$ cat config.mk
export PLATFORM = sky130hd
export DESIGN_NAME = boot_vec_seq
export DESIGN_NICKNAME = d
export VERILOG_FILES = /design/src/rtl/boot_vec_pkg.sv /design/src/rtl/boot_vec_split.sv /design/src/rtl/boot_vec_fsm.sv /design/src/rtl/boot_vec_regs.sv /design/src/rtl/boot_vec_seq.sv
export SDC_FILE = /design/constraint.sdc
export NUM_CORES = 1
export LEC_CHECK = 0
export BUFFER_PORTS_ARGS = -buffer_cell sky130_fd_sc_hd__buf_4
export CORE_AREA = 2 2 67 117
export CTS_CLUSTER_SIZE = 24
export DETAILED_ROUTE_END_ITERATION = 8
export DIE_AREA = 0 0 69 119
export GPL_TIMING_DRIVEN = 0
export PLACE_DENSITY = 0.95
export SYNTH_ARGS = -nofsm -noshare
export SYNTH_HDL_FRONTEND = slang
export SYNTH_HIERARCHICAL = 1
export SYNTH_SLANG_ARGS = --single-unit
$ cat constraint.sdc
create_clock -name clk -period 4.9 [get_ports clk]
set_clock_uncertainty 0.05 [all_clocks]
set_input_delay 0.98 -clock clk [delete_from_list [all_inputs] [get_ports clk]]
set_output_delay 0.98 -clock clk [all_outputs]
set_load 0.05 [all_outputs]
$ cat src/rtl/boot_vec_pkg.sv
package boot_vec_pkg;
  typedef enum logic [1:0] {
    ST_IDLE   = 2'd0,
    ST_GET_SP = 2'd1,
    ST_GET_PC = 2'd2,
    ST_DONE   = 2'd3
  } seq_state_t;
endpackage

$ cat src/rtl/boot_vec_split.sv
module boot_vec_split #(
  parameter int WORD_W = 32
) (
  input  logic [WORD_W-1:0] word_in,
  output logic [WORD_W-1:0] addr_out,
  output logic              state_bit
);
  assign addr_out  = {word_in[WORD_W-1:1], 1'b0};
  assign state_bit = word_in[0];
endmodule

$ cat src/rtl/boot_vec_fsm.sv
module boot_vec_fsm
  import boot_vec_pkg::*;
#(
  parameter int ADDR_W = 32,
  parameter int WORD_W = 32
) (
  input  logic              clk,
  input  logic              rst,
  input  logic              bypass_en,
  input  logic              rd_valid,
  output logic              rd_req,
  output logic [ADDR_W-1:0] rd_addr,
  output logic              cap_sp,
  output logic              cap_pc,
  output logic              cap_byp,
  output logic              locked,
  output logic              start
);
  localparam logic [ADDR_W-1:0] SP_OFF = '0;
  localparam logic [ADDR_W-1:0] PC_OFF = ADDR_W'(WORD_W / 8);

  seq_state_t st;
  logic       start_q;

  always_ff @(posedge clk) begin
    if (rst) begin
      st      <= ST_IDLE;
      start_q <= 1'b0;
    end else begin
      start_q <= 1'b0;
      case (st)
        ST_IDLE: begin
          if (bypass_en) begin
            st      <= ST_DONE;
            start_q <= 1'b1;
          end else begin
            st <= ST_GET_SP;
          end
        end
        ST_GET_SP: if (rd_valid) st <= ST_GET_PC;
        ST_GET_PC: begin
          if (rd_valid) begin
            st      <= ST_DONE;
            start_q <= 1'b1;
          end
        end
        default: st <= ST_DONE;
      endcase
    end
  end

  assign rd_req  = (st == ST_GET_SP) || (st == ST_GET_PC);
  assign rd_addr = (st == ST_GET_PC) ? PC_OFF : SP_OFF;
  assign cap_sp  = (st == ST_GET_SP) && rd_valid;
  assign cap_pc  = (st == ST_GET_PC) && rd_valid;
  assign cap_byp = (st == ST_IDLE) && bypass_en;
  assign locked  = (st == ST_DONE);
  assign start   = start_q;


  start_pulse_chk: assert property (@(posedge clk) disable iff (rst)
    start |=> !start);


  req_hold_chk: assert property (@(posedge clk) disable iff (rst)
    (rd_req && !rd_valid) |=> (rd_req && $stable(rd_addr)));


  bypass_noread_chk: assert property (@(posedge clk) disable iff (rst)
    (st == ST_IDLE && bypass_en) |=> (!rd_req && start));
endmodule

$ cat src/rtl/boot_vec_regs.sv
module boot_vec_regs #(
  parameter int WORD_W = 32
) (
  input  logic              clk,
  input  logic              rst,
  input  logic              cap_sp,
  input  logic              cap_entry,
  input  logic              locked,
  input  logic [WORD_W-1:0] sp_word,
  input  logic [WORD_W-1:0] entry_addr,
  input  logic              entry_bit,
  output logic [WORD_W-1:0] sp_q,
  output logic [WORD_W-1:0] pc_q,
  output logic              isa_q
);
  always_ff @(posedge clk) begin
    if (rst) begin
      sp_q  <= '0;
      pc_q  <= '0;
      isa_q <= 1'b0;
    end else begin
      if (cap_sp) sp_q <= sp_word;
      if (cap_entry) begin
        pc_q  <= entry_addr;
        isa_q <= entry_bit;
      end
    end
  end


  done_hold_chk: assert property (@(posedge clk) disable iff (rst)
    locked |=> ($stable(sp_q) && $stable(pc_q) && $stable(isa_q)));
endmodule

$ cat src/rtl/boot_vec_seq.sv
module boot_vec_seq #(
  parameter int ADDR_W = 32,
  parameter int WORD_W = 32
) (
  input  logic              clk,
  input  logic              rst,
  input  logic              bypass_en,
  input  logic [WORD_W-1:0] bypass_entry,
  output logic              mem_rd_req,
  output logic [ADDR_W-1:0] mem_rd_addr,
  input  logic              mem_rd_valid,
  input  logic [WORD_W-1:0] mem_rd_data,
  output logic [WORD_W-1:0] core_sp,
  output logic [WORD_W-1:0] core_pc,
  output logic              core_isa_bit,
  output logic              core_start
);
  localparam logic [ADDR_W-1:0] SP_OFF = '0;
  localparam logic [ADDR_W-1:0] PC_OFF = ADDR_W'(WORD_W / 8);

  logic              cap_sp, cap_pc, cap_byp, locked;
  logic [WORD_W-1:0] entry_src, entry_addr;
  logic              entry_bit;

  boot_vec_fsm #(.ADDR_W(ADDR_W), .WORD_W(WORD_W)) u_fsm (
    .clk      (clk),
    .rst      (rst),
    .bypass_en(bypass_en),
    .rd_valid (mem_rd_valid),
    .rd_req   (mem_rd_req),
    .rd_addr  (mem_rd_addr),
    .cap_sp   (cap_sp),
    .cap_pc   (cap_pc),
    .cap_byp  (cap_byp),
    .locked   (locked),
    .start    (core_start)
  );

  assign entry_src = cap_byp ? bypass_entry : mem_rd_data;

  boot_vec_split #(.WORD_W(WORD_W)) u_split (
    .word_in  (entry_src),
    .addr_out (entry_addr),
    .state_bit(entry_bit)
  );

  boot_vec_regs #(.WORD_W(WORD_W)) u_regs (
    .clk       (clk),
    .rst       (rst),
    .cap_sp    (cap_sp),
    .cap_entry (cap_pc || cap_byp),
    .locked    (locked),
    .sp_word   (mem_rd_data),
    .entry_addr(entry_addr),
    .entry_bit (entry_bit),
    .sp_q      (core_sp),
    .pc_q      (core_pc),
    .isa_q     (core_isa_bit)
  );


  sp_capture_chk: assert property (@(posedge clk) disable iff (rst)
    (mem_rd_req && mem_rd_addr == SP_OFF && mem_rd_valid)
      |=> (core_sp == $past(mem_rd_data)));


  pc_capture_chk: assert property (@(posedge clk) disable iff (rst)
    (mem_rd_req && mem_rd_addr == PC_OFF && mem_rd_valid)
      |=> (core_pc[WORD_W-1:1] == $past(mem_rd_data[WORD_W-1:1]) &&
           !core_pc[0] && core_isa_bit == $past(mem_rd_data[0])));
endmodule

# Yosys cells after proc, flatten, opt, wreduce, memory -nomap -nowiden
# Index checks and enable logic that the tools add are counted.
# classes
n_eq_ne	4
muxes	9
reduce_logical	7
# ops
operator	n
$mux 32	1
$mux 2	3
$pmux 2 s3	1
$ne 2x2->1 const B	2
$logic_and 1x1->1	3
$mux 3	1
$eq 2x1->1 const B	1
$eq 2x2->1 const B	1
$logic_not 2->1	1
$logic_or 1x1->1	2
$mux 1	2
$pmux 1 s2	1
$reduce_and 2->1	1
# word_totals
regBits	67
in_bits	68
out_inout_bits	99

# Depth between registers and ports, before layout
# Gate-level depths: netlist of the first run.
# depth
word_depth	3
mapped_depth	10

# By module
# The synthesis of the first run kept the hierarchy.
# by_module_without_submodules
module	instances	cells_each	area_per_inst_um2	seq_area_each_um2
boot_vec_regs	1	210	2357.3	1301.2
boot_vec_seq	1	37	546.8	0.0
boot_vec_fsm	1	59	494.2	60.1
boot_vec_split	1	34	251.5	0.0

# Least setup slack after synthesis of the first run
# Ideal clock, no wire load.
# synth_path
kind	input to register
startpoint	in bypass_en
endpoint	reg u_regs.pc_q[10]
setup_ps	128
arrival_time_ps	2091
t_required_ps	4722
setup_slack_ps	2631
path_stages	8
n_path_buf	4
cell_sequence	and2_1 buf_6 buf_12 or2_1 buf_6 buf_12 mux2i_1 nor2_1
# synth_between
elab_chain_cells	2
elab_cells_between_ends	3
# synth_lines
item	line	text
start: declaration	boot_vec_seq.sv:7	input logic bypass_en,
$logic_and 1x1->1 (*)	boot_vec_fsm.sv:56	assign cap_byp = (st == ST_IDLE) && bypass_en;
$mux 32 / $logic_or 1x1->1 (equally long branches)	boot_vec_seq.sv:39, boot_vec_seq.sv:51	
end signal: assignment	boot_vec_regs.sv:24	pc_q <= entry_addr;
end: declaration	boot_vec_regs.sv:13	output logic [WORD_W-1:0] pc_q,
# Every way passes the cells marked *; elsewhere a longest branch is shown, timed or not.
# A chain may end at the register's enable or synchronous reset.

# Worst setup path after layout of the first run
# layout_path
startpoint	reg u_fsm.st[0]
endpoint	out mem_rd_req
# layout_between
elab_chain_cells	2
elab_cells_between_ends	3
# layout_lines
item	line	text
start: declaration	boot_vec_fsm.sv:22	seq_state_t st;
start signal: assignment	boot_vec_fsm.sv:27	st <= ST_IDLE;
start signal: assignment	boot_vec_fsm.sv:34	st <= ST_DONE;
start signal: assignment	boot_vec_fsm.sv:37	st <= ST_GET_SP;
$eq 2x1->1 / $eq 2x2->1 (equally long branches)	boot_vec_fsm.sv:52	assign rd_req = (st == ST_GET_SP) || (st == ST_GET_PC);
$logic_or 1x1->1 (*)	boot_vec_fsm.sv:52	
end: declaration	boot_vec_seq.sv:9	output logic mem_rd_req,
# Marks and branches as above.

==> results of run 1 <==
[worst max path at each step]
stage,start,to,slack (ns),cells after the start
final,u_fsm/st[0],mem_rd_req,2.59,3
after global routing,u_fsm/st[0],mem_rd_req,2.55,3
after CTS,u_fsm/st[0],mem_rd_req,2.57,3
after detailed placement,bypass_en,u_regs/pc_q[8],2.40,9
after global placement,bypass_en,u_regs/pc_q[10],2.43,9
after floorplan,bypass_en,u_regs/pc_q[10],2.63,8
[stage by stage]
stage                     instance area [um^2]  cells  utilization, %  power, uW
after floorplan                           3750    369               -       1200
after global placement                    4870    592            66.2       1360
after detailed placement                  4870    592            66.2       1370
after CTS                                 5170    608            70.3       2020
after global routing                      5170    608            70.3       2080
final                                     5170    608            70.3       2000
[cell type report]
class,count,area [um^2],share of cell area (%)
plain buffers,83,713,13.8
flip-flops and latches,68,1360,26.3
inverters,2,7.51,0.145
multi-input cells,216,1670,32.2
clock inverters,7,76.3,1.47
repair buffers,135,1010,19.6
well taps,88,110,2.13
clock buffers,9,225,4.35
[report_power, final]
group / switching [uW] / leakage (uW) / internal [uW]
Clock: 242 / 0.000142 / 396
Sequential: 28.5 / 0.000556 / 605
Combinational: 414 / 0.00187 / 317
[sequential cells by signal, summed over array words and instances (netlist names)]
signal,count
u_regs/pc_q,32
u_fsm/st,2
u_regs/sp_q,32
u_regs/isa_q,1
u_fsm/start,1
[cell usage in the layout, fill, tap and decap left out, types with 5 or more instances in the layout]
| master | count |
|---|---|
| buf_12 | 6 |
| buf_2 | 6 |
| buf_4 | 199 |
| clkbuf_16 | 9 |
| conb_1 | 32 |
| dfxtp_1 | 68 |
| ha_1 | 5 |
| mux2_4 | 30 |
| mux2i_1 | 65 |
| nor2_1 | 67 |
[per-layer routing]
layer  up-vias  track usage, %  wire, um
li1       1370               -         -
met1      1267            19.9      2910
met2       107            40.0      4910
met3        27            5.33       458
met4         0            13.4       407
met5         -               0         0
[worst max-delay path, cell delays in order (launching register included)]
cell and delay (ns):
dfxtp_1 0.37, inv_1 0.10, ha_1 0.29, buf_4 0.19
==> flow_summary.yaml, run 1 <==
run_status:
  status: "completed"
detailed_routing:
  wl_per_cell_um: 14.3
  drt_iter0_drc: 129
  ant_nets: 0
  wl_um: 8680
  drc: 0
  vias: 2771
  firstDrtPassIters: 4
  via_per_inst: 4.56
clock_network:
  postCtsSetupRepairBufs: 0
  cts.sinks: 68
  cts_buffer_depth: 2
  hold_buffers: 0
  cts_buffers: 9
  ctsRootBufferMaster: "clkbuf_16"
  htree_levels: 3
  cts.repair.resized: 0
  cts_tree: "yes"
  insertion_delay_ns: 0.33
  path_clk_slew_ns: 0.05
floorplanning:
  die_w_um: 69
  io_pins: 167
  die_h_um: 119
  core_area_um2: 7360
  initial_core_util_pct: 49.4
  fp-row-count: 42
  die_area_um2: 8210
layout:
  fin_nets: 588
  drive_above_1_share_pct: 51.3
  n_antenna_cell: 0
  area_delta_synth_final_pct: 42.3
  nFillCells: 531
critical_path:
  endpoint_kind: "primary output"
  r2r-start: "u_fsm/st[0]"
  worstPathMaxFanout: 4
  crit-reg2reg-capture: "u_regs/pc_q[8]"
  startpoint_type: "flip-flop"
  arrival_ns: 1.28
  reg2regPathDepth: 10
  path_class: "flip-flop to primary output"
  required_ns: 3.87
  rrSetupSlack_ns: 2.78
timing:
  period_minus_slack_ns: 2.31
  hold_viol_final: 0
  fin_crit_sh_pct: 47.1
  slew_violations: 0
  setup_tns_ns: 0
  fin_hold_ws_ns: 0.439
  setup_viol: 0
  fmax_ghz: 0.433
  rsz0062_at_grt: "false"
  fin_ws_ns: 2.59
hold_path:
  hold_end: "u_regs/pc_q[16]"
  min_from: "u_regs/pc_q[16]"
  hold_path_depth: 2
  min_path_type: "flip-flop to flip-flop"
place:
  io_buffers: 135
  pre_cts_ws_ns: 2.40
  place_congestion: 0.871
  hpwl_um: 6760
logic_synthesis:
  avgSynthCellArea_um2: 10.7
  synthCells: 339
  synth_warnings: 6
  synth_area_um2: 3640
grt:
  grt_pass1_wl_um: 13700
  grt_max_degree: 14
  grt_remaining_overflow: 0
  antenna_found_initial: 0
  grt_pass1_vias: 2833
  track_usage_pct: 21.3
power_and_ir_drop:
  p_per_area_nw_per_um2: 387
  vdd_drop_max_mv: 0.262
  p_leak_uw: 0.00257
run:
  maxCapViolations: 0
No activity file was read; power rests on OpenSTA's default activity.
==> run 2: changes to the inputs <==
--- a/config.mk
+++ b/config.mk
@@ -6,12 +6,12 @@
 export NUM_CORES = 1
 export LEC_CHECK = 0
 export BUFFER_PORTS_ARGS = -buffer_cell sky130_fd_sc_hd__buf_4
-export CORE_AREA = 2 2 67 117
+export CORE_AREA = 2 2 70 122
 export CTS_CLUSTER_SIZE = 24
 export DETAILED_ROUTE_END_ITERATION = 8
-export DIE_AREA = 0 0 69 119
+export DIE_AREA = 0 0 72 124
 export GPL_TIMING_DRIVEN = 0
-export PLACE_DENSITY = 0.95
+export PLACE_DENSITY = 0.91
 export SYNTH_ARGS = -nofsm -noshare
 export SYNTH_HDL_FRONTEND = slang
 export SYNTH_HIERARCHICAL = 1
==> constraint.sdc (replaced) <==
create_clock -name clk -period 2.3 [get_ports clk]
set_clock_uncertainty 0.05 [all_clocks]
set_input_delay 0.46 -clock clk [delete_from_list [all_inputs] [get_ports clk]]
set_output_delay 0.46 -clock clk [all_outputs]
set_load 0.05 [all_outputs]
==> flow_summary.yaml, run 2 (synthesis gave the netlist of run 1 again) <==
critical_path:
  path_class: "flip-flop to flip-flop"
  startpoint_type: "flip-flop"
  required_ns: 2.44
  endpoint_kind: "flip-flop"
  worstPathMaxFanout: 10
  arrival_ns: 2.33
  rrSetupSlack_ns: 0.12
detailed_routing:
  drc: 0
  wl_per_cell_um: 14.4
  firstDrtPassIters: 4
  ant_nets: 0
  vias: 2775
  via_per_inst: 4.55
  wl_um: 8800
  drt_iter0_drc: 72
floorplanning:
  initial_core_util_pct: 46.0
  io_pins: 167
  die_area_um2: 8930
  die_w_um: 72
  die_h_um: 124
  fp-row-count: 43
  core_area_um2: 7910
clock_network:
  hold_buffers: 0
  cts_buffers: 9
  path_clk_slew_ns: 0.05
  cts_buffer_depth: 2
  cts.repair.resized: 0
  htree_levels: 3
  postCtsSetupRepairBufs: 0
  insertion_delay_ns: 0.33
  cts.sinks: 68
  ctsRootBufferMaster: "clkbuf_16"
  cts_tree: "yes"
grt:
  track_usage_pct: 19.2
  grt_remaining_overflow: 0
  grt_pass1_wl_um: 13100
  grt_pass1_vias: 2865
  grt_max_degree: 13
  antenna_found_initial: 0
hold_path:
  min_path_type: "primary input to flip-flop"
layout:
  n_antenna_cell: 0
  nFillCells: 624
  final_common_cell: "buf_4"
  top_regs: "u_regs/pc_q: 32 flops, u_regs/sp_q: 32 flops, u_fsm/st: 2 flops"
  fin_nets: 588
  drive_above_1_share_pct: 51.3
  layout_common_cells: "buf_4, dfxtp_1, nor2_1"
  area_delta_synth_final_pct: 44.3
power_and_ir_drop:
  p_leak_uw: 0.00260
  fin_total_pwr_uw: 4610
  p_per_area_nw_per_um2: 878
  vdd_drop_max_mv: 0.529
place:
  hpwl_um: 6890
  io_buffers: 135
  place_congestion: 0.818
timing:
  fin_crit_sh_pct: 94.9
  hold_viol_final: 0
  fin_hold_ws_ns: 0.291
  setup_viol: 0
  period_minus_slack_ns: 2.18
  fmax_ghz: 0.458
  setup_tns_ns: 0
  slew_violations: 0
  rsz0062_at_grt: "false"
run:
  maxCapViolations: 0
run_status:
  status: "completed"
## run 2: changes by cell type in the layout (fill, tap and decap cells not counted), sizes merged
cell and delta:
inv -1, clkbuf +1, clkinv -3, bufinv +3
## run 2: path summary, 6_finish.rpt
kind,from,cells past startpoint,to
worst min register to register,u_regs/sp_q[10],2,u_regs/sp_q[10]
worst min-delay path,rst,2,u_fsm/st[1]
worst max-delay path,u_fsm/st[0],10,u_regs/pc_q[7]
worst max register to register,u_fsm/st[0],10,u_regs/pc_q[7]
## run 2: report_power, final
part / internal, uW / switching [uW] / total [uW] / leakage, uW
logic: 676 / 881 / 1560 / 0.00187
registers: 1290 / 62.7 / 1350 / 0.000556
clock network: 1200 / 502 / 1700 / 0.000175
## run 2: worst max-delay path: stages (launching register included)
cell and delay [ns]:
dfxtp_1 0.39, inv_1 0.11, ha_1 0.23, and2_1 0.15, buf_6 0.15, buf_12 0.15, or2_1 0.23, buf_6 0.15
buf_12 0.15, mux2i_1 0.19, nor2_1 0.09
## run 2: area by class of cell
type                            instances  area, um^2  share of cell area (%)
Multi-Input combinational cell        216        1670                    31.8
Sequential cell                        68        1360                    25.9
Timing Repair Buffer                  135        1010                    19.3
Buffer                                 83         713                    13.6
Clock buffer                           10         239                    4.55
Clock inverter                          6         135                    2.57
Tap cell                               90         113                    2.14
Inverter                                2        7.51                   0.143
## run 2: stage by stage
step / cell area, um^2 / std cells / setup WS (ns) / util [%]
final: 5250 / 610 / 0.116 / 66.4
after detailed placement: 4880 / 594 / 0.188 / 61.7
after global routing: 5250 / 610 / 0.0707 / 66.4
after global placement: 4880 / 594 / 0.273 / 61.7
after floorplan: 3750 / 369 / 0.391 / -
after CTS: 5250 / 610 / 0.169 / 66.4
## run 2: per-layer routing
metal	vias up	wire length, um	global-route usage [%]
met5	-	0	0
li1	1371	-	-
met3	21	455	4.53
met2	103	5010	36.9
met4	0	229	10.0
met1	1280	3110	18.5
